===== config.mk =====
export PLATFORM = sky130hd
export DESIGN_NAME = hazard_unit
export DESIGN_NICKNAME = d
export VERILOG_FILES = /design/src/rtl/hazard_pkg.sv /design/src/rtl/hazard_ex_sel.sv /design/src/rtl/hazard_id_byp.sv /design/src/rtl/hazard_stall.sv /design/src/rtl/hazard_unit.sv
export SDC_FILE = /design/constraint.sdc
export NUM_CORES = 1
export LEC_CHECK = 0
export ABC_CLOCK_PERIOD_IN_PS = 3590
export BUFFER_PORTS_ARGS = -buffer_cell sky130_fd_sc_hd__buf_2
export CORE_MARGIN = 2
export CORE_UTILIZATION = 48
export DETAILED_ROUTE_END_ITERATION = 12
export PLACE_DENSITY = 0.91
export SYNTH_ARGS = -nofsm -noshare
export SYNTH_HDL_FRONTEND = slang
export SYNTH_SLANG_ARGS = --single-unit

===== constraint.sdc =====
create_clock -name vclk -period 3.59
set_input_delay 0.1795 -clock vclk [all_inputs]
set_output_delay 0.1795 -clock vclk [all_outputs]
set_load 0.03 [all_outputs]

===== src/rtl/hazard_pkg.sv =====
package hazard_pkg;

    // Source of an execute-stage ALU operand; the datapath mux decodes this.
    typedef enum logic [1:0] {
        SRC_RF  = 2'b00,
        SRC_WB  = 2'b01,
        SRC_MEM = 2'b10
    } ex_src_e;

    typedef struct packed {
        ex_src_e sel_a;
        ex_src_e sel_b;
        logic    byp_a;
        logic    byp_b;
        logic    hold;
    } hz_ctl_t;

endpackage


===== src/rtl/hazard_ex_sel.sv =====
module hazard_ex_sel
    import hazard_pkg::*;
#(
    parameter int REG_W = 5
) (
    input  logic [REG_W-1:0] src,
    input  logic [REG_W-1:0] dest_mem,
    input  logic             wen_mem,
    input  logic [REG_W-1:0] dest_wb,
    input  logic             wen_wb,
    output ex_src_e          sel
);
    logic live;
    logic hit_mem;
    logic hit_wb;

    always_comb begin
        live    = (src != '0);
        hit_mem = live && wen_mem && (src == dest_mem);
        hit_wb  = live && wen_wb  && (src == dest_wb);
        if (hit_mem)     sel = SRC_MEM;
        else if (hit_wb) sel = SRC_WB;
        else             sel = SRC_RF;
    end
endmodule


===== src/rtl/hazard_id_byp.sv =====
module hazard_id_byp #(
    parameter int REG_W = 5
) (
    input  logic [REG_W-1:0] src,
    input  logic [REG_W-1:0] dest_mem,
    input  logic             wen_mem,
    output logic             byp
);
    always_comb begin
        byp = (src != '0) && wen_mem && (src == dest_mem);
    end
endmodule


===== src/rtl/hazard_stall.sv =====
module hazard_stall #(
    parameter int REG_W = 5
) (
    input  logic [REG_W-1:0] src1_id,
    input  logic [REG_W-1:0] src2_id,
    input  logic [REG_W-1:0] load_dst_ex,
    input  logic             ldres_ex,
    input  logic             is_branch_id,
    input  logic [REG_W-1:0] dest_ex,
    input  logic             regwr_ex,
    input  logic [REG_W-1:0] dest_mem,
    input  logic             ldres_mem,
    output logic             hold
);
    logic load_use;
    logic br_ex;
    logic br_mem;

    always_comb begin
        load_use = ldres_ex &&
                   ((src1_id == load_dst_ex) || (src2_id == load_dst_ex));
        br_ex    = is_branch_id && regwr_ex &&
                   ((dest_ex == src1_id) || (dest_ex == src2_id));
        br_mem   = is_branch_id && ldres_mem &&
                   ((dest_mem == src1_id) || (dest_mem == src2_id));
        hold     = load_use || br_ex || br_mem;
    end
endmodule


===== src/rtl/hazard_unit.sv =====
module hazard_unit
    import hazard_pkg::*;
#(
    parameter int REG_W   = 5,
    parameter int NUM_OPS = 2
) (
    input  logic [REG_W-1:0] src1_id,
    input  logic [REG_W-1:0] src2_id,
    input  logic [REG_W-1:0] src1_ex,
    input  logic [REG_W-1:0] src2_ex,
    input  logic [REG_W-1:0] dest_ex,
    input  logic [REG_W-1:0] dest_mem,
    input  logic [REG_W-1:0] dest_wb,
    input  logic             regwr_ex,
    input  logic             regwr_mem,
    input  logic             regwr_wb,
    input  logic             ldres_ex,
    input  logic             ldres_mem,
    input  logic             is_branch_id,
    output logic [1:0]       opa_sel_ex,
    output logic [1:0]       opb_sel_ex,
    output logic             cmpa_byp_id,
    output logic             cmpb_byp_id,
    output logic             hold_fetch,
    output logic             hold_decode,
    output logic             bubble_exec
);
    localparam int LAST_OP = NUM_OPS - 1;

    logic [REG_W-1:0] ex_src [NUM_OPS];
    logic [REG_W-1:0] id_src [NUM_OPS];
    ex_src_e          ex_sel [NUM_OPS];
    logic             id_byp [NUM_OPS];
    logic             hold_w;
    hz_ctl_t          hz_d;

    always_comb begin
        ex_src[0]       = src1_ex;
        ex_src[LAST_OP] = src2_ex;
        id_src[0]       = src1_id;
        id_src[LAST_OP] = src2_id;
    end

    for (genvar g = 0; g < NUM_OPS; g++) begin : g_op
        hazard_ex_sel #(.REG_W(REG_W)) u_ex_sel (
            .src      (ex_src[g]),
            .dest_mem (dest_mem),
            .wen_mem  (regwr_mem),
            .dest_wb  (dest_wb),
            .wen_wb   (regwr_wb),
            .sel      (ex_sel[g])
        );
        hazard_id_byp #(.REG_W(REG_W)) u_id_byp (
            .src      (id_src[g]),
            .dest_mem (dest_mem),
            .wen_mem  (regwr_mem),
            .byp      (id_byp[g])
        );
    end

    hazard_stall #(.REG_W(REG_W)) u_stall (
        .src1_id      (src1_id),
        .src2_id      (src2_id),
        .load_dst_ex  (src2_ex),
        .ldres_ex     (ldres_ex),
        .is_branch_id (is_branch_id),
        .dest_ex      (dest_ex),
        .regwr_ex     (regwr_ex),
        .dest_mem     (dest_mem),
        .ldres_mem    (ldres_mem),
        .hold         (hold_w)
    );

    always_comb begin
        hz_d.sel_a = ex_sel[0];
        hz_d.sel_b = ex_sel[LAST_OP];
        hz_d.byp_a = id_byp[0];
        hz_d.byp_b = id_byp[LAST_OP];
        hz_d.hold  = hold_w;
    end

    assign opa_sel_ex  = hz_d.sel_a;
    assign opb_sel_ex  = hz_d.sel_b;
    assign cmpa_byp_id = hz_d.byp_a;
    assign cmpb_byp_id = hz_d.byp_b;
    assign hold_fetch  = hz_d.hold;
    assign hold_decode = hz_d.hold;
    assign bubble_exec = hz_d.hold;
endmodule


==> out/metrics.cfg <==
[setup_path]
critPathLaunch=src2_ex[2]
slowest_stage=or4_4
endpoint=opb_sel_ex[0]
crit_buf_inv=2
criticalPathCategory=input pin to output port
required_ps=3410
crit_cells=6
critical_path_arrival_ps=1520
cp_top_family=simple AND/OR/NAND/NOR gates
cp_max_fo=5
start_kind=input pin
crit_path_cell_trace=buf_2 -> or4_4 -> nor2_4 -> nor4_2 -> nor4_2 -> buf_2
critPathMaxStageDelay_ps=550
cp-end-kind=output port

[routing]
via_per_inst=5.33
via_count=805
dr.pass1.iters=4
drc=0
post_drt_wl_per_cell_um=13.2
routed_wl_um=2000
antenna_left=0
initialDrtViolationCount=12

[power]
peakVddDrop_mv=0.0580
power.leakage_nw=0.418
p_per_area_nw_per_um2=124

[die]
coreArea_um2=1470
row_count=14
dieHeight_um=43.0
initial_core_util_pct=49.6
dieWidth_um=43.0
io_pins=50
die_area_um2=1850

[sta]
min_period_ps=1700
hold_viol_final=0
slew_viol_final=0
slew_headroom_pct=79.8
rsz0062_at_grt=false
worstMarginPinSlew_ps=300
fmax_mhz=590
setup_viol=0
setup-tns-final_ps=0
timing.final.crit_share_pct=47.2

[global_routing]
grt_pass1_vias=761
grt_pass1_wl_um=3150
gr-total-overflow=0
grt_max_degree=6
antenna_found_initial=0
grtUsageTotal_pct=21.2

[yosys]
yosysMostFrequentCell=xor2_1
ys_types=18
synth_top_area_share_pct=31.2
postSynthCellCount=95
synth.area.top_cells=xor2_1, xnor2_1, nand4_1, nor4_1, buf_4
synth.largest_area_cell=xor2_1
synth.top_cells.by_count=xor2_1, xnor2_1, nand4_1
syn_avg_cell_area_um2=7.68
syn_nets=136
yosysWarnings=0
ys_seq_area_share_pct=0
synthesis.area_um2=729

[cells_and_area]
diodes=0
nets=178
drive_gt1_share_pct=40.0
regArea_um2=0
n_clock_buffer=0
seq_cell_count=0
design_area_um2=931
fillers=137
synthToLayoutAreaGrowth_pct=27.6

[clocking]
post-cts-setup-buffer-count=0
cts.hold.buffers_added=0
cts_resized=0

[place]
gp_congestion=0.851
dp_hpwl_um=1800
io_buffers=50
post_dp_cell_area_um2=931

[worst_hold_path]
hold_path.class=input pin to output port

[job]
drv_cap=0

[outcome]
outcome=finished, final reports clean

[stage by stage]
step | hold slack (ps) | power (mW) | std cells | util [%] | worst slack (ps)
2_1_floorplan | 496 | 0.0713 | 95 | - | 1540
3_3_place_gp | 730 | 0.112 | 151 | 63.3 | 1920
3_5_place_dp | 733 | 0.115 | 151 | 63.3 | 1880
4_1_cts | 734 | 0.115 | 151 | 63.3 | 1870
5_1_grt | 747 | 0.125 | 151 | 63.3 | 1780
6_report | 731 | 0.115 | 151 | 63.3 | 1890
[metal layers]
| layer | share of wire, % | global-route usage, % | wire length [um] | vias up |
|---|---|---|---|---|
| met2 | 53 | 41.2 | 1050 | 22 |
| met4 | 1.2 | 5.45 | 24 | 0 |
| met1 | 41 | 24.8 | 823 | 374 |
| li1 | - | - | - | 405 |
| met5 | 0 | 0 | 0 | - |
| met3 | 4.7 | 0.851 | 94 | 4 |
[power breakdown]
| part | switching [mW] | total, mW | internal [mW] |
|---|---|---|---|
| logic | 0.0621 | 0.115 | 0.0531 |
| registers | 0 | 0 | 0 |
| clock network | 0 | 0 | 0 |
| total | 0.0621 | 0.115 | 0.0531 |
[worst min-delay path: cells and delay by family]
| kind | cells | cell delay (ps) |
|---|---|---|
| buf+inv | 2 | 270 |
| simple gates | 2 | 100 |
[placed cells by master (no fill, tap or decap)]
master and n:
nand4_1 7, xor2_1 26, nor2_1 3, nor4_2 2
o21ai_0 2, buf_2 50, xnor2_1 24, or4_1 3
nand3_1 4, a31o_1 1, nor4_1 6, nand2_1 3
or4_4 1, nor2_4 1, nor3_1 2
[how the worst min path moves through the flow]
stage          cells after the start      from            end  slack (ps)
2_1_floorplan                      2  regwr_wb  opb_sel_ex[0]         500
3_3_place_gp                       4  regwr_wb  opa_sel_ex[0]         730
3_5_place_dp                       4  regwr_wb  opa_sel_ex[0]         730
4_1_cts                            4  regwr_wb  opa_sel_ex[0]         730
5_1_grt                            4  regwr_wb  opa_sel_ex[0]         750
6_report                           4  regwr_wb  opa_sel_ex[0]         730
[kinds of logic (layout without fill, tap and decap cells)]
| group | after synthesis | count (layout) | synth area share (%) |
|---|---|---|---|
| xor+xnor | 50 | 50 | 60.0 |
| simple gates | 32 | 32 | 28.0 |
| buf+inv | 10 | 50 | 9.43 |
| compound gates | 3 | 3 | 2.57 |
[cell type report]
cell class / instances / area (um2) / share of cell area, %
multi-input cells: 85 / 661 / 71.0
repair buffers: 50 / 250 / 26.9
well taps: 16 / 20.0 / 2.15
(Power assumes the default switching activity.)
